--- config.mk ---
export PLATFORM = sky130hd
export DESIGN_NAME = exc_return_seq
export DESIGN_NICKNAME = d
export VERILOG_FILES = /design/src/rtl/exc_return_pkg.sv /design/src/rtl/exc_return_decode.sv /design/src/rtl/exc_return_addr.sv /design/src/rtl/exc_return_trap.sv /design/src/rtl/exc_return_seq.sv
export SDC_FILE = /design/constraint.sdc
export NUM_CORES = 1
export LEC_CHECK = 0
export ABC_CLOCK_PERIOD_IN_PS = 4100
export BUFFER_PORTS_ARGS = -buffer_cell sky130_fd_sc_hd__clkbuf_2
export CELL_PAD_IN_SITES_DETAIL_PLACEMENT = 0
export CELL_PAD_IN_SITES_GLOBAL_PLACEMENT = 2
export CORE_MARGIN = 4
export CORE_UTILIZATION = 28
export DETAILED_ROUTE_END_ITERATION = 8
export PLACE_DENSITY_LB_ADDON = 0.1
export SLEW_MARGIN = 10
export SYNTH_ARGS = -nofsm -noshare
export SYNTH_HDL_FRONTEND = slang
export SYNTH_SLANG_ARGS = --single-unit
--- constraint.sdc ---
create_clock -name clk -period 4.1 [get_ports clk]
set_input_delay 0.205 -clock clk [delete_from_list [all_inputs] [get_ports clk]]
set_output_delay 0.205 -clock clk [all_outputs]
set_load 0.03 [all_outputs]
--- src/rtl/exc_return_pkg.sv ---
package exc_return_pkg;

    localparam int REG_IDX_W = 4;
    localparam int INSTR_W   = 32;

    localparam logic [1:0] PRIV_USER = 2'd0;
    localparam logic [1:0] PRIV_HYP  = 2'd2;

    typedef enum logic [2:0] {
        ST_IDLE,
        ST_READ_PC,
        ST_READ_SPSR,
        ST_WRITEBACK,
        ST_DONE
    } seq_state_t;

    typedef struct packed {
        logic wback;
        logic inc;
        logic word_hi;
    } addr_mode_t;

endpackage

--- src/rtl/exc_return_decode.sv ---
module exc_return_decode
    import exc_return_pkg::*;
(
    input  logic [INSTR_W-1:0]   word,
    input  logic                 is_pair,
    output logic                 match,
    output logic [REG_IDX_W-1:0] base_idx,
    output addr_mode_t           mode
);

    logic [15:0] hw_first;
    logic [15:0] hw_second;
    logic        fixed_ok;
    logic        pair_dec_ok;
    logic        pair_inc_ok;

    assign hw_first  = word[31:16];
    assign hw_second = word[15:0];

    // fixed-width pattern
    assign fixed_ok = (word[31:25] == 7'b1111100) && !word[22] && word[20]
                      && (word[15:0] == 16'h0A00);

    // the two halfword-pair patterns
    assign pair_dec_ok = (hw_first[15:6] == 10'b1110100000) && hw_first[4]
                         && (hw_second == 16'hC000);
    assign pair_inc_ok = (hw_first[15:6] == 10'b1110100110) && hw_first[4]
                         && (hw_second == 16'hC000);

    always_comb begin
        if (is_pair) begin
            match        = pair_dec_ok || pair_inc_ok;
            base_idx     = hw_first[3:0];
            mode.wback   = hw_first[5];
            mode.inc     = pair_inc_ok;
            mode.word_hi = 1'b0;
        end else begin
            match        = fixed_ok;
            base_idx     = word[19:16];
            mode.wback   = word[21];
            mode.inc     = word[23];
            mode.word_hi = (word[24] == word[23]);
        end
    end

endmodule

--- src/rtl/exc_return_addr.sv ---
module exc_return_addr
    import exc_return_pkg::*;
#(
    parameter int DATA_W = 32
) (
    input  logic [DATA_W-1:0] base,
    input  addr_mode_t        mode,
    output logic [DATA_W-1:0] addr_first,
    output logic [DATA_W-1:0] addr_second,
    output logic [DATA_W-1:0] wb_value
);

    localparam int WORD_BYTES = DATA_W / 8;
    localparam int PAIR_BYTES = 2 * WORD_BYTES;
    localparam logic [DATA_W-1:0] WORD_STEP = DATA_W'(WORD_BYTES);
    localparam logic [DATA_W-1:0] PAIR_STEP = DATA_W'(PAIR_BYTES);

    logic [DATA_W-1:0] low_edge;

    // lower edge of the pair, then the word-higher shift
    assign low_edge    = mode.inc ? base : (base - PAIR_STEP);
    assign addr_first  = low_edge + (mode.word_hi ? WORD_STEP : '0);
    assign addr_second = addr_first + WORD_STEP;
    // write-back depends only on direction
    assign wb_value    = mode.inc ? (base + PAIR_STEP) : (base - PAIR_STEP);

endmodule

--- src/rtl/exc_return_trap.sv ---
module exc_return_trap
    import exc_return_pkg::*;
(
    input  logic [1:0]           priv_level,
    input  logic                 cfg_user_undef,
    input  logic [REG_IDX_W-1:0] base_idx,
    input  logic                 is_pair,
    input  logic                 in_cond_blk,
    input  logic                 last_in_cond_blk,
    output logic                 undef_hit,
    output logic                 unpred_hit
);

    localparam logic [REG_IDX_W-1:0] PC_IDX = '1;

    logic at_user;
    logic at_hyp;
    logic bad_base;
    logic bad_cond;

    assign at_user  = (priv_level == PRIV_USER);
    assign at_hyp   = (priv_level == PRIV_HYP);
    assign bad_base = (base_idx == PC_IDX);
    assign bad_cond = is_pair && in_cond_blk && !last_in_cond_blk;

    assign undef_hit  = at_hyp || (at_user && cfg_user_undef);
    assign unpred_hit = at_user || bad_base || bad_cond;

endmodule

--- src/rtl/exc_return_seq.sv ---
module exc_return_seq
    import exc_return_pkg::*;
#(
    parameter int DATA_W = 32
) (
    input  logic                 clk,
    input  logic                 rst_n,
    input  logic                 instr_valid,
    input  logic [INSTR_W-1:0]   instr_word,
    input  logic                 instr_pair,
    input  logic                 in_cond_blk,
    input  logic                 last_in_cond_blk,
    input  logic [1:0]           priv_level,
    input  logic                 cfg_user_undef,
    output logic [REG_IDX_W-1:0] base_rd_idx,
    input  logic [DATA_W-1:0]    base_rd_data,
    output logic                 busy,
    output logic                 mem_req,
    output logic [DATA_W-1:0]    mem_addr,
    input  logic                 mem_rvalid,
    input  logic [DATA_W-1:0]    mem_rdata,
    input  logic                 mem_rerr,
    output logic                 wb_en,
    output logic [REG_IDX_W-1:0] wb_idx,
    output logic [DATA_W-1:0]    wb_data,
    output logic                 ret_valid,
    output logic [DATA_W-1:0]    ret_pc,
    output logic [DATA_W-1:0]    ret_status,
    output logic                 undef_o,
    output logic                 unpred_o,
    output logic                 fault_o
);

    localparam int WORD_BYTES = DATA_W / 8;

    seq_state_t state, state_nx;

    logic                 dec_match;
    logic [REG_IDX_W-1:0] dec_idx;
    addr_mode_t           dec_mode;
    logic                 trap_undef;
    logic                 trap_unpred;
    logic                 accept;

    logic [DATA_W-1:0]    base_q;
    logic [REG_IDX_W-1:0] idx_q;
    addr_mode_t           mode_q;
    logic [DATA_W-1:0]    pc_q;
    logic [DATA_W-1:0]    status_q;
    logic                 flag_undef;
    logic                 flag_unpred;
    logic                 flag_fault;

    logic [DATA_W-1:0]    addr_first;
    logic [DATA_W-1:0]    addr_second;
    logic [DATA_W-1:0]    wb_value;

    exc_return_decode u_decode (
        .word     (instr_word),
        .is_pair  (instr_pair),
        .match    (dec_match),
        .base_idx (dec_idx),
        .mode     (dec_mode)
    );

    exc_return_trap u_trap (
        .priv_level       (priv_level),
        .cfg_user_undef   (cfg_user_undef),
        .base_idx         (dec_idx),
        .is_pair          (instr_pair),
        .in_cond_blk      (in_cond_blk),
        .last_in_cond_blk (last_in_cond_blk),
        .undef_hit        (trap_undef),
        .unpred_hit       (trap_unpred)
    );

    exc_return_addr #(.DATA_W(DATA_W)) u_addr (
        .base        (base_q),
        .mode        (mode_q),
        .addr_first  (addr_first),
        .addr_second (addr_second),
        .wb_value    (wb_value)
    );

    assign base_rd_idx = dec_idx;
    // only a matching word offered in IDLE is taken
    assign accept = (state == ST_IDLE) && instr_valid && dec_match;

    // Next-state logic
    always_comb begin
        state_nx = state;
        unique case (state)
            ST_IDLE: begin
                if (accept) begin
                    state_nx = (trap_undef || trap_unpred) ? ST_DONE : ST_READ_PC;
                end
            end
            ST_READ_PC: begin
                if (mem_rvalid) begin
                    state_nx = mem_rerr ? ST_DONE : ST_READ_SPSR;
                end
            end
            ST_READ_SPSR: begin
                if (mem_rvalid) begin
                    if (mem_rerr || !mode_q.wback) state_nx = ST_DONE;
                    else                           state_nx = ST_WRITEBACK;
                end
            end
            ST_WRITEBACK: state_nx = ST_DONE;
            ST_DONE:      state_nx = ST_IDLE;
            default:      state_nx = ST_IDLE;
        endcase
    end

    // State register and captured operands
    always_ff @(posedge clk or negedge rst_n) begin
        if (!rst_n) begin
            state       <= ST_IDLE;
            base_q      <= '0;
            idx_q       <= '0;
            mode_q      <= '0;
            pc_q        <= '0;
            status_q    <= '0;
            flag_undef  <= 1'b0;
            flag_unpred <= 1'b0;
            flag_fault  <= 1'b0;
        end else begin
            state <= state_nx;
            if (accept) begin
                base_q      <= base_rd_data;
                idx_q       <= dec_idx;
                mode_q      <= dec_mode;
                flag_undef  <= trap_undef;
                flag_unpred <= trap_unpred;
                flag_fault  <= 1'b0;
            end
            if (state == ST_READ_PC && mem_rvalid) begin
                if (mem_rerr) flag_fault <= 1'b1;
                else          pc_q       <= mem_rdata;
            end
            if (state == ST_READ_SPSR && mem_rvalid) begin
                if (mem_rerr) flag_fault <= 1'b1;
                else          status_q   <= mem_rdata;
            end
        end
    end

    // Outputs
    always_comb begin
        busy       = (state != ST_IDLE);
        mem_req    = (state == ST_READ_PC) || (state == ST_READ_SPSR);
        mem_addr   = (state == ST_READ_SPSR) ? addr_second : addr_first;
        wb_en      = (state == ST_WRITEBACK);
        wb_idx     = idx_q;
        wb_data    = wb_value;
        ret_pc     = pc_q;
        ret_status = status_q;
        undef_o    = (state == ST_DONE) && flag_undef;
        unpred_o   = (state == ST_DONE) && flag_unpred;
        fault_o    = (state == ST_DONE) && flag_fault;
        ret_valid  = (state == ST_DONE) && !flag_undef && !flag_unpred && !flag_fault;
    end

    // a pending request holds its address
    p_req_hold_r4: assert property (@(posedge clk) disable iff (!rst_n)
        (mem_req && !mem_rvalid) |=> (mem_req && $stable(mem_addr)));

    // status word is fetched one word above the program counter
    p_second_addr_r4: assert property (@(posedge clk) disable iff (!rst_n)
        (state == ST_READ_PC && mem_rvalid && !mem_rerr)
        |=> (mem_req && mem_addr == $past(mem_addr) + DATA_W'(WORD_BYTES)));

    // write-back is a single cycle followed by the return
    p_wb_single_r5: assert property (@(posedge clk) disable iff (!rst_n)
        wb_en |=> (!wb_en && ret_valid));

    // outcomes are mutually exclusive
    p_one_outcome_r6: assert property (@(posedge clk) disable iff (!rst_n)
        $onehot0({ret_valid, fault_o, (undef_o || unpred_o)}));

    // a trapped instruction reaches DONE without a read
    p_trap_noread_r9: assert property (@(posedge clk) disable iff (!rst_n)
        (undef_o || unpred_o) |-> !$past(mem_req));

    // an error response gives a fault and no write-back
    p_err_fault_r10: assert property (@(posedge clk) disable iff (!rst_n)
        (mem_req && mem_rvalid && mem_rerr) |=> (fault_o && !wb_en));

endmodule

== After elaboration in Yosys (flattened, before gate mapping) ==
Index checks and enable logic that the tools add are counted.
W data, S select, Z words.
Operators by class
  $add $sub $neg: 4
  equal/unequal tests: 15
  multiplexer cells: 18
  bitwise gates (word level): 1
  reductions and logical operators: 39
Operator list (count)
  $mux W32: 3
  $add A32 B3 Y32 const B: 1
  $add A32 B32 Y32: 1
  $add A32 B4 Y32 const B: 1
  $sub A32 B4 Y32 const B: 1
  $mux W3: 7
  $eq A10 B10 Y1 const B: 2
  $logic_and A1 B1 Y1: 20
  $eq A16 B12 Y1 const B: 1
  $eq A16 B16 Y1 const B: 1
  $pmux W3 S4: 1
  $eq A7 B7 Y1 const B: 1
  $logic_or A1 B1 Y1: 7
  $eq A3 B2 Y1 const B: 2
  $logic_not A1 Y1: 6
  $mux W1: 6
  $ne A2 B2 Y1 const B: 3
  $eq A4 B4 Y1 const B: 1
  $reduce_and A2 Y1: 2
  $eq A3 B1 Y1 const B: 1
  $eq A3 B3 Y1 const B: 1
  $logic_not A3 Y1: 1
  $reduce_and A3 Y1: 1
  $reduce_bool A3 Y1: 1
  5 further kinds: 5
Storage, ports and cells
  register bits after elaboration: 109
  bits of input ports: 107
  output and inout bits: 143
  logic and storage cells: 88

== Longest topological paths before layout ==
Gate-level depths: netlist of run 1.
  word-level depth: 11
  depth in mapped cells: 16
  depth with buffers taken out: 13

== Modules after synthesis ==
From an unflattened synthesis of run 1, not the netlist that was laid out.
Unflattened totals
  cell total of the unflattened synthesis: 778
  area total of the unflattened synthesis: 7856.3 um2
Modules (own cells, without submodules)
  exc_return_seq: times used 1, cells each 296, area an instance 4596.9 um2, sequential area each 2727.6 um2
  exc_return_addr: times used 1, cells each 452, area an instance 3040.4 um2, sequential area each 0.0 um2
  exc_return_decode: times used 1, cells each 25, area an instance 186.4 um2, sequential area each 0.0 um2
  exc_return_trap: times used 1, cells each 5, area an instance 32.5 um2, sequential area each 0.0 um2

== Worst setup path before layout of run 1 ==
Ideal clock, no wire load.
  path kind: register -> output
  start point: reg mode_q[1] (netlist bit)
  end point: out mem_addr[24]
  arrival time: 4.468 ns
  required time: 3.895 ns
  setup slack: -0.573 ns
  stages on the path, launching flop included: 15
  buffers on the path: 3
  path through: dfrtp_1 -> clkbuf_1 -> clkbuf_1 -> inv_1 -> ha_1 -> or4b_1 -> clkbuf_1 -> nor4_2 -> mux2i_1 -> xor2_1 -> and3b_1 -> nand3_1 -> nor3_4 -> a211oi_1 -> nor3_1
Between the ends
  cells in the longest elaborated chain, start to end: 4
RTL lines
  from (decl): line exc_return_seq.sv:47  | addr_mode_t mode_q;
  from (signal assigned): line exc_return_seq.sv:132  | mode_q <= dec_mode;
  $mux W32 (*): line exc_return_addr.sv:21  | assign low_edge = mode.inc ? base : (base - PAIR_STEP);
  $add A32 B32 Y32 (*): line exc_return_addr.sv:22  | assign addr_first = low_edge + (mode.word_hi ? WORD_STEP : '0);
  $add A32 B3 Y32: line exc_return_addr.sv:23  | assign addr_second = addr_first + WORD_STEP;
  $mux W32 (*): line exc_return_seq.sv:152  | mem_addr = (state == ST_READ_SPSR) ? addr_second : addr_first;
  to (decl): line exc_return_seq.sv:19  | output logic [DATA_W-1:0] mem_addr,
Mark *: on every way between the ends. The rest lies on a longest branch, timed or not.

== Worst setup path after layout of run 1 ==
  start point: reg base_q[7]
  end point: out mem_addr[30]
Between the ends
  cells in the longest elaborated chain, start to end: 5
RTL lines
  from (decl): line exc_return_seq.sv:45  | logic [DATA_W-1:0] base_q;
  from (signal assigned): line exc_return_seq.sv:130  | base_q <= base_rd_data;
  $sub A32 B4 Y32: line exc_return_addr.sv:21
  $mux W32 (*): line exc_return_addr.sv:21
  $add A32 B32 Y32 (*): line exc_return_addr.sv:22
  $add A32 B3 Y32: line exc_return_addr.sv:23
  $mux W32 (*): line exc_return_seq.sv:152
Marks and branches as above.

==> qor.csv, run 1 <==
stage;metric;value;unit
detailed_routing;vias;6796;
yosys;yosys_warnings;0;
die;die_width;171;um
sta;clock-skew-final;12.2;ps
worst_setup_path;r2r-start;state[1];
final_layout;nNetsFinal;1203;
global_routing;first_global_vias;7158;
worst_setup_path;worstPathArrival;4080;ps
worst_hold_path;min_path_type;in -> reg;
global_routing;grt_pass1_wl;38900;um
final_layout;mostFrequentLayoutCells;clkbuf_2, buf_4, dfrtp_1;
clock_tree;clk_path_buf_depth;2;
global_routing;track_usage;16.8;%
global_routing;antenna_found_initial;0;
worst_setup_path;rr_worst_depth;5;
yosys;syn_area;7430;um^2
worst_hold_path;hp-start;base_rd_data[6];
sta;finalMaxSlewViolations;0;
sta;setup_viol_count_final;8;
yosys;yosys_most_used_dff;dfrtp_1;
power;vdd_ir_drop_max;0.000171;V
power;power_density;205;nW/um^2
die;pin_count;250;
sta;period_minus_slack;4290;ps
worst_hold_path;min_to;base_q[6];
yosys;synth_seq_cells;109;
worst_hold_path;whs_path_depth;2;
yosys;synth_cells;747;
final_layout;drive_above_1_share;56.0;%
clock_tree;htree_levels;3;
placed_design;port_buffers;249;
placed_design;dp_hpwl;19900;um
detailed_routing;drtAntennaViolNets;0;
sta;worst_pin_slew;792;ps
worst_setup_path;r2r_setup_slack;1790;ps
sta;worst_slack;-188;ps
detailed_routing;drt_iter0_markers;171;
final_layout;mostFrequentLayoutCell;clkbuf_2;
placed_design;gp_congestion;0.799;
sta;max-slew-margin-rel;47.2;%
yosys;synthArstFlopShare;100;%
die;die_h;171;um
clock_tree;path_clk_slew;90;ps
sta;hold_viol;0;
worst_setup_path;endpoint_kind;output pin;
yosys;yosysSeqAreaShare;36.7;%
clock_tree;clock_sinks;109;
final_layout;seq_area;2730;um^2
clock_tree;cts_made_buffers;9;
clock_tree;clk_latency;360;ps
job;drv_cap;0;
die;start_util;28.5;%
clock_tree;root_buffer;clkbuf_16;
yosys;synth.net_count;861;
yosys;avgSynthCellArea;9.94;um^2
yosys;synth.distinct_cells;71;
detailed_routing;wirelength;25200;um
outcome;failed_checks;negative setup slack;
sta;period_share;105;%
final_layout;syn_to_final_growth;47.9;%
worst_setup_path;critical_path.startpoint_type;register;
worst_setup_path;required;3890;ps
global_routing;grt_max_degree;59;
clock_tree;cts_tree;done;
worst_setup_path;path_class;reg -> out;
final_layout;multi_input_area;5000;um^2
power;power.leakage;5.46;nW
sta;clock.fmax;233;MHz
die;coreArea;26100;um^2
placed_design;dp_slack;-20.5;ps
global_routing;grt-ovfl-total;0;
yosys;synth_edf_count;0;
detailed_routing;vias_per_cell;4.76;
final_layout;diodes;0;
detailed_routing;wire_per_inst;17.6;um
detailed_routing;drc_errors;0;
outcome;status;finished with violations;
sta;rsz0062_at_grt;yes;
detailed_routing;dr.pass1.iters;4;
sta;tns;-676;ps
final_layout;fillers;2654;
worst_setup_path;critPathMaxFanout;6;
die;row_count;59;
worst_setup_path;worstReg2RegEnd;ret_status[3];
die;die_area;29200;um^2
-- routing by layer --
| metal | vias to the layer above | global-route usage (%) | part of all wire, % |
|---|---|---|---|
| met4 | 0 | 3.82 | 1.4 |
| met1 | 3234 | 21.6 | 43 |
| met3 | 21 | 5.01 | 7.0 |
| li1 | 3368 | - | - |
| met5 | - | 0 | 0 |
| met2 | 173 | 28.0 | 48 |
-- state kept, by name (all words and copies together), names as in the netlist --
signal	cells
flag_unpred	1
flag_undef	1
wb_idx	4
base_q	32
ret_status	32
flag_fault	1
mode_q	3
state	3
ret_pc	32
-- Yosys cell counts, types with 5 or more instances --
master | count | area [um^2]
nor4_1 | 13 | 81.3
nand2_1 | 45 | 169
buf_4 | 9 | 67.6
nor3_1 | 19 | 95.1
mux2i_1 | 5 | 50.1
or4_1 | 10 | 75.1
a211oi_1 | 5 | 37.5
clkbuf_1 | 34 | 128
mux2_2 | 105 | 1180
nor2b_1 | 6 | 37.5
nor2_1 | 40 | 150
or2_2 | 8 | 50.1
o21ai_0 | 15 | 75.1
inv_1 | 10 | 37.5
nand4_1 | 10 | 62.6
buf_1 | 10 | 37.5
nand2b_1 | 11 | 68.8
and2_1 | 9 | 56.3
and4_1 | 5 | 43.8
nand4b_1 | 5 | 43.8
a31oi_1 | 7 | 43.8
dfrtp_1 | 109 | 2730
nand3_1 | 30 | 150
xnor2_1 | 57 | 499
or3_1 | 10 | 62.6
a21oi_1 | 20 | 100
xor2_1 | 38 | 333
ha_1 | 7 | 87.6
nand3b_1 | 6 | 45.0
and3_1 | 10 | 62.6
-- kinds of logic after synthesis --
group | count (synthesis) | share of synthesized area (%)
simple gates | 268 | 21.3
mux | 110 | 16.6
flops | 109 | 36.7
xor+xnor | 97 | 11.8
compound gates | 85 | 7.95
buf+inv | 70 | 4.36
fa+ha+maj | 8 | 1.31
-- power breakdown --
group,switching (mW),internal [mW],total (mW)
clock,0.475,0.442,0.917
combinational,0.130,0.0820,0.212
sequential,0.0150,1.10,1.12
total,0.621,1.63,2.25
-- worst max-delay path by stage --
stage,to,slack [ps],startpoint
after floorplan,mem_addr[25],0.9,mode_q[1]
after global placement,mem_addr[30],30,base_q[4]
after detailed placement,mem_addr[30],-20,base_q[3]
after CTS,mem_addr[31],-290,base_q[3]
after global routing,mem_addr[30],-330,base_q[7]
final,mem_addr[30],-190,base_q[7]
-- area by class of cell --
cell class              count  share of cell area [%]
repair buffers            391                    22.7
well taps                 335                    3.82
multi-input cells         568                    45.5
inverters                  10                   0.342
clock buffers               9                    2.05
clock inverters             7                   0.740
flip-flops and latches    109                    24.8
-- metrics by stage --
step                      utilization, %  hold WS, ps  instances  total power [mW]  cell area, um^2
after CTS                           40.9         60.8       1422              2.29            10700
after global routing                42.2         63.1       1429              2.35            11000
after global placement              37.8          347       1381              1.36             9840
after detailed placement            37.8          349       1381              1.36             9840
after floorplan                        -        -90.6        747              1.23             7620
final                               42.2         73.8       1429              2.25            11000
-- critical path: stages (launching register included) --
cell and delay, ps:
dfrtp_1 400, or4_4 610, or4_4 610, or4_4 480, xnor2_4 210, nand3_4 120, a2111oi_4 350, nor3_2 110
nor4b_4 330, nand3_2 180, xnor2_4 170, buf_8 140
-- timing repair --
action,in CTS,in global routing
hold buffers,1,0
gates resized for setup,71,55
setup buffers,24,8
endpoints found under the hold margin,56,0
pin swaps,37,25
setup endpoints to repair,13,20
No activity file was read; power rests on OpenSTA's default activity.
==> inputs of run 2 (changes only) <==
--- a/config.mk
+++ b/config.mk
@@ -5,12 +5,12 @@
 export SDC_FILE = /design/constraint.sdc
 export NUM_CORES = 1
 export LEC_CHECK = 0
-export ABC_CLOCK_PERIOD_IN_PS = 4100
+export ABC_CLOCK_PERIOD_IN_PS = 5100
 export BUFFER_PORTS_ARGS = -buffer_cell sky130_fd_sc_hd__clkbuf_2
 export CELL_PAD_IN_SITES_DETAIL_PLACEMENT = 0
 export CELL_PAD_IN_SITES_GLOBAL_PLACEMENT = 2
 export CORE_MARGIN = 4
-export CORE_UTILIZATION = 28
+export CORE_UTILIZATION = 33
 export DETAILED_ROUTE_END_ITERATION = 8
 export PLACE_DENSITY_LB_ADDON = 0.1
 export SLEW_MARGIN = 10
==> constraint.sdc (replaced) <==
create_clock -name clk -period 5.1 [get_ports clk]
set_input_delay 0.255 -clock clk [delete_from_list [all_inputs] [get_ports clk]]
set_output_delay 0.255 -clock clk [all_outputs]
set_load 0.03 [all_outputs]
==> run 2 against run 1 <==
Against the previous run:
- the run now ends clean
- combinational power is 20% lower
- via count down 3.9%
- cell area shrank 15%
- flip-flop and latch count stayed put
- critical path type unchanged
- largest cell class unchanged
- largest power group unchanged
==> qor.csv, run 2 (same netlist as run 1, synthesis figures left out) <==
stage;metric;value;unit;change
final_layout;mostFrequentLayoutCell;clkbuf_2;;
clock_tree;cts_tree;done;;
worst_setup_path;worstPathArrival;4530;ps;+450 ps
sta;max-slew-margin-rel;46.4;%;-0.81 points
final_layout;mostFrequentLayoutCells;clkbuf_2, dfrtp_1, mux2_2;;
global_routing;grt-busiest-layer;met2;;
die;die_h;158;um;-7.5%
power;power.leakage;4.63;nW;-15%
worst_setup_path;r2r_setup_slack;3090;ps;+1300 ps
final_layout;fin_cells;1256;;-12%
detailed_routing;dr.pass1.iters;5;;+1
detailed_routing;drc_errors;0;;unchanged
global_routing;grt-ovfl-total;0;;unchanged
worst_setup_path;cpMostUsedCell;or4_4;;
final_layout;stdcell_area;9320;um^2;-15%
global_routing;met2_usage;30.3;%;+2.3 points
worst_setup_path;r2r-start;state[1];;
placed_design;dp_hpwl;17900;um;-10%
job;drv_cap;0;;unchanged
final_layout;nNetsFinal;1085;;-9.8%
placed_design;dp_slack;244;ps;+264 ps
clock_tree;clk_latency;350;ps;about the same
clock_tree;htree_levels;3;;unchanged
die;row_count;54;;-8.5%
worst_setup_path;crit_start;base_q[3];;
clock_tree;root_buffer;clkbuf_16;;
clock_tree;path_clk_slew;80;ps;about the same
detailed_routing;drt_iter0_markers;253;;+48%
global_routing;first_global_vias;6620;;-7.5%
worst_setup_path;worstReg2RegEnd;ret_status[22];;
sta;period_share;93.9;%;
worst_setup_path;slowest_stage;or4_4;;
detailed_routing;wire_per_inst;18.5;um;+5.2%
detailed_routing;wirelength;23300;um;-7.5%
global_routing;antenna_found_initial;1;;+1
detailed_routing;vias_per_cell;5.20;;+9.3%
worst_setup_path;endpoint_kind;output pin;;
worst_setup_path;critical_path.startpoint_type;register;;
sta;worst_pin_slew;799;ps;+6.42 ps
worst_hold_path;hp-start;base_rd_data[12];;
sta;tns;0;ps;+676 ps
sta;holdWs;130;ps;+56.7 ps
die;start_util;33.8;%;+5.3 points
die;coreArea;22000;um^2;-16%
final_layout;syn_to_final_growth;25.5;%;
sta;worst_slack;312;ps;+500 ps
worst_setup_path;crit_path_max_incr_delay;600;ps;about the same
placed_design;gp_congestion;0.830;;+3.8%
worst_setup_path;rr_worst_depth;4;;-1
worst_setup_path;path_cells;inv_2 > ha_4 > or4b_4 > or4_4 > or4_4 > xnor2_4 > nand3_4 > a2111oi_4 > nor3_1 > nor4b_2 > nand3_1 > xnor2_1 > clkbuf_2;;
die;die_area;25000;um^2;-14%
sta;hold_viol;0;;unchanged
clock_tree;clock_sinks;109;;unchanged
final_layout;fillers;2181;;-18%
worst_setup_path;path_class;reg -> out;;
sta;clock-skew-final;10.8;ps;-1.39 ps
die;pin_count;250;;unchanged
detailed_routing;vias;6530;;-3.9%
global_routing;grt_pass1_wl;36000;um;-7.5%
worst_setup_path;endpoint;mem_addr[30];;
sta;rsz0062_at_grt;no;;
outcome;status;complete, no violations;;
sta;setup_viol_count_final;0;;-8
power;power_density;192;nW/um^2;-6.3%
final_layout;drive_above_1_share;44.5;%;-12 points
sta;period_minus_slack;4790;ps;
placed_design;dp.cells;1235;;-11%
global_routing;grtUsageMet1;23.2;%;+1.6 points
die;die_width;158;um;-7.5%
worst_setup_path;critPathMaxFanout;10;;+4
worst_hold_path;min_path_type;in -> reg;;
clock_tree;cts_made_buffers;9;;unchanged
detailed_routing;drtAntennaViolNets;0;;unchanged
final_layout;multi_input_area;4470;um^2;-11%
global_routing;track_usage;18.1;%;+1.3 points
sta;clock.fmax;209;MHz;
global_routing;met3_usage;5.58;%;+0.56 points
worst_setup_path;required;4850;ps;+960 ps
final_layout;seq_area;2730;um^2;about the same
global_routing;grt_max_degree;57;;-3.4%
sta;finalMaxSlewViolations;0;;unchanged
placed_design;placed_area;8890;um^2;-9.7%
power;vdd_ir_drop_max;0.000134;V;-22%
final_layout;diodes;0;;unchanged
placed_design;port_buffers;249;;unchanged
clock_tree;clk_path_buf_depth;2;;unchanged
## run 2: changes by cell type in the layout (fill, tap and decap cells not counted), moves of 4 or more
cell,previous run,this run
buf_4,127,23
buf_6,17,0
clkbuf_2,234,248
xnor2_1,46,57
xnor2_2,10,1
nand3_1,23,30
clkbuf_8,7,1
nand3_2,5,0
nor3_1,13,18
xor2_1,30,35
xor2_2,7,3
## run 2: final cells by class
type	instances	share of cell area, %
multi-input cells	569	48.0
flip-flops and latches	109	29.3
repair buffers	272	15.3
well taps	280	3.76
clock buffers	10	2.56
clock inverters	6	0.725
inverters	10	0.403
## run 2: how the worst min path moves through the flow
stage / endpoint / slack, ps / depth (start not counted)
after floorplan: base_q[0] / -40 / 0
after global placement: ret_pc[4] / 370 / 1
after detailed placement: ret_status[4] / 390 / 1
after CTS: base_q[14] / 110 / 2
after global routing: base_q[5] / 120 / 2
final: base_q[12] / 130 / 2
## run 2: critical path: cells and delay by family (launching register included)
kind	cells	cell delay [ps]
xor+xnor	2	380
simple gates	7	2440
buf+inv	2	370
compound gates	1	330
flops	1	460
fa+ha+maj	1	200
## run 2: metrics by stage
stage / power (mW) / util [%]
3_3_place_gp: 1.08 / 40.5
2_1_floorplan: 0.992 / -
4_1_cts: 1.82 / 42.0
6_report: 1.79 / 42.4
3_5_place_dp: 1.09 / 40.5
5_1_grt: 1.87 / 42.4
## run 2: repair_timing
item,4_1_cts,5_1_grt
endpoints found under the hold margin,13,0
setup buffers,1,2
gates cloned,0,1
pin swaps,1,3
gates resized for setup,1,15
hold buffers,1,0
setup endpoints to repair,5,12
## run 2: per-layer routing
metal  share of wire (%)  wire length [um]
met1                  42              9790
met2                  49             11400
met3                 7.7              1800
met4                 1.2               274
met5               0.030                 7
## run 2: where the power goes
| group | total [mW] | leakage (nW) | internal [mW] | switching (mW) |
|---|---|---|---|---|
| clock network | 0.717 | 0.149 | 0.359 | 0.357 |
| registers | 0.899 | 1.50 | 0.886 | 0.0128 |
| logic | 0.170 | 2.98 | 0.0655 | 0.104 |
| total | 1.79 | 4.63 | 1.31 | 0.475 |
==> inputs of run 3 (changes only) <==
--- a/config.mk
+++ b/config.mk
@@ -12,7 +12,7 @@
 export CORE_MARGIN = 4
 export CORE_UTILIZATION = 33
 export DETAILED_ROUTE_END_ITERATION = 8
-export PLACE_DENSITY_LB_ADDON = 0.1
+export PLACE_DENSITY_LB_ADDON = 0.3
 export SLEW_MARGIN = 10
 export SYNTH_ARGS = -nofsm -noshare
 export SYNTH_HDL_FRONTEND = slang
==> run 3 against run 2 <==
Against the previous run:
- clock skew is 2.6 ps lower
- largest cell class unchanged
- first-iteration DRC count increased by 0.40%
- critical endpoint is now mem_addr[31]
- total power shrank 0.63%
- cell area fell by 0.71%
- combinational power hardly changed
- count of clock-buffer cells in the layout is the same
- largest power group unchanged
- sequential share of layout area grew 0.21 points
- register-to-register slack worse by 660 ps
- sequential power hardly changed
- non-clock buffer count decreased by 2
- critical path depth unchanged
- via count fell by 2.8%
==> qor.csv, run 3 (same netlist as run 1, synthesis figures left out) <==
stage;metric;value;unit;change
sta;hold_viol;0;;unchanged
placed_design;dp.cells;1233;;-0.16%
die;pin_count;250;;unchanged
power;total_power;1.77;mW;-0.63%
worst_setup_path;rr_worst_depth;4;;unchanged
final_layout;diodes;0;;unchanged
final_layout;mostFrequentLayoutCell;clkbuf_2;;
final_layout;nNetsFinal;1082;;-0.28%
sta;worst_pin_slew;937;ps;+138 ps
die;start_util;33.8;%;unchanged
worst_setup_path;required;4850;ps;about the same
global_routing;grt_pass1_wl;35000;um;-2.6%
global_routing;track_usage;17.5;%;-0.54 points
outcome;status;complete, no violations;;
clock_tree;cts_made_buffers;9;;unchanged
clock_tree;clk_latency;350;ps;about the same
power;vdd_ir_drop_max;0.000154;V;+15%
detailed_routing;drt_iter0_markers;254;;+0.40%
final_layout;fillers;2219;;+1.7%
global_routing;grt_max_degree;57;;unchanged
global_routing;antenna_found_initial;1;;unchanged
worst_setup_path;worstReg2RegEnd;base_q[14];;
worst_setup_path;r2r_setup_slack;2430;ps;-660 ps
clock_tree;htree_levels;3;;unchanged
job;drv_cap;0;;unchanged
worst_hold_path;whs_path_depth;2;;unchanged
detailed_routing;dr.pass1.iters;4;;-1
final_layout;mostFrequentLayoutCells;clkbuf_2, dfrtp_1, mux2_2;;
worst_setup_path;worstPathArrival;4620;ps;+90 ps
placed_design;dp_slack;224;ps;-19.5 ps
final_layout;drive_above_1_share;43.8;%;-0.69 points
placed_design;dp_hpwl;17500;um;-2.5%
clock_tree;path_clk_slew;80;ps;about the same
worst_hold_path;hp-start;base_rd_data[15];;
worst_setup_path;critical_path.startpoint_type;register;;
sta;max-slew-margin-rel;37.4;%;-9.0 points
die;coreArea;22000;um^2;unchanged
detailed_routing;vias;6346;;-2.8%
power;power_density;192;nW/um^2;about the same
sta;period_minus_slack;4880;ps;+92.0 ps
worst_setup_path;critPathMaxFanout;12;;+2
clock_tree;root_buffer;clkbuf_16;;
sta;period_share;95.7;%;+1.8 points
clock_tree;clk_path_buf_depth;2;;unchanged
global_routing;first_global_vias;6430;;-2.9%
die;die_area;25000;um^2;unchanged
sta;clock.fmax;205;MHz;-1.9%
placed_design;port_buffers;249;;unchanged
final_layout;syn_to_final_growth;24.6;%;
die;row_count;54;;unchanged
detailed_routing;wirelength;22300;um;-4.3%
worst_hold_path;min_to;base_q[15];;
worst_setup_path;slowest_stage;or4b_2;;
die;die_width;158;um;unchanged
detailed_routing;drc_errors;0;;unchanged
worst_setup_path;crit_start;base_q[3];;
sta;clock-skew-final;8.16;ps;-2.62 ps
detailed_routing;wire_per_inst;17.8;um;-4.0%
placed_design;gp_congestion;0.841;;+1.4%
worst_setup_path;crit_path_max_incr_delay;690;ps;+90 ps
final_layout;fin_cells;1253;;-0.24%
sta;setup_viol_count_final;0;;unchanged
worst_setup_path;path_class;reg -> out;;
worst_setup_path;endpoint_kind;output pin;;
sta;tns;0;ps;unchanged
worst_setup_path;path_cells;inv_2 > ha_4 > or4b_2 > or4_4 > or3_1 > a32oi_4 > nand4b_1 > xor2_2 > nand2_1 > nor4_4 > nand3_1 > xnor2_1 > clkbuf_2;;
detailed_routing;vias_per_cell;5.06;;-2.6%
sta;finalMaxSlewViolations;0;;unchanged
die;die_h;158;um;unchanged
detailed_routing;drtAntennaViolNets;0;;unchanged
sta;worst_slack;220;ps;-92.0 ps
worst_setup_path;r2r-start;state[1];;
clock_tree;clock_sinks;109;;unchanged
clock_tree;cts_tree;done;;
worst_hold_path;min_path_type;in -> reg;;
power;power.leakage;4.61;nW;-0.60%
global_routing;grt-ovfl-total;0;;unchanged
==> run 3: power by group <==
group | total, mW | internal [mW] | switching (mW)
clock | 0.704 | 0.346 | 0.358
combinational | 0.172 | 0.0654 | 0.106
sequential | 0.899 | 0.886 | 0.0123
total | 1.77 | 1.30 | 0.477
==> run 3: per-layer routing <==
metal | GRT usage (%) | vias to the layer above | part of all wire, %
met5 | 0 | - | 0.058
met4 | 3.78 | 2 | 0.73
met3 | 5.85 | 13 | 8.3
met2 | 28.0 | 184 | 47
met1 | 23.3 | 3031 | 44
li1 | - | 3116 | -
==> run 3: worst max path at each step <==
| stage | endpoint | slack, ps |
|---|---|---|
| 2_1_floorplan | mem_addr[24] | 380 |
| 5_1_grt | mem_addr[31] | -7 |
| 3_3_place_gp | mem_addr[28] | 380 |
| 4_1_cts | mem_addr[31] | 30 |
| 3_5_place_dp | mem_addr[31] | 220 |
| 6_report | mem_addr[31] | 220 |
==> run 3: final cells by class <==
type | count | area [um^2] | share of cell area [%]
multi-input cells | 568 | 4430 | 47.9
well taps | 280 | 350 | 3.79
clock buffers | 10 | 229 | 2.47
inverters | 10 | 37.5 | 0.406
repair buffers | 270 | 1410 | 15.2
clock inverters | 6 | 62.6 | 0.676
flip-flops and latches | 109 | 2730 | 29.5
==> run 3: critical path: cells and delay by family (launching register included) <==
kind / cells / cell delay [ps]
AO/OA/AOI/OAI: 1 / 310
XOR/XNOR: 2 / 400
adder cells (fa/ha/maj): 1 / 200
buffers and inverters: 2 / 380
flip-flops: 1 / 470
AND/OR/NAND/NOR: 7 / 2520
==> run 3: repair_timing <==
action | in CTS | in global routing
endpoints found under the hold margin | 53 | 0
endpoints found under the setup margin | 6 | 10
hold buffers | 1 | 0
resized for setup | 3 | 7
pin swaps | 1 | 0
buffers inserted | 1 | 2
==> run 3: through the flow <==
step,instance area (um^2),hold slack (ps),utilization [%]
after CTS,9200,115,41.9
final,9250,132,42.1
after detailed placement,8870,359,40.4
after global placement,8870,363,40.4
after global routing,9250,114,42.1
after floorplan,7430,-40.6,-
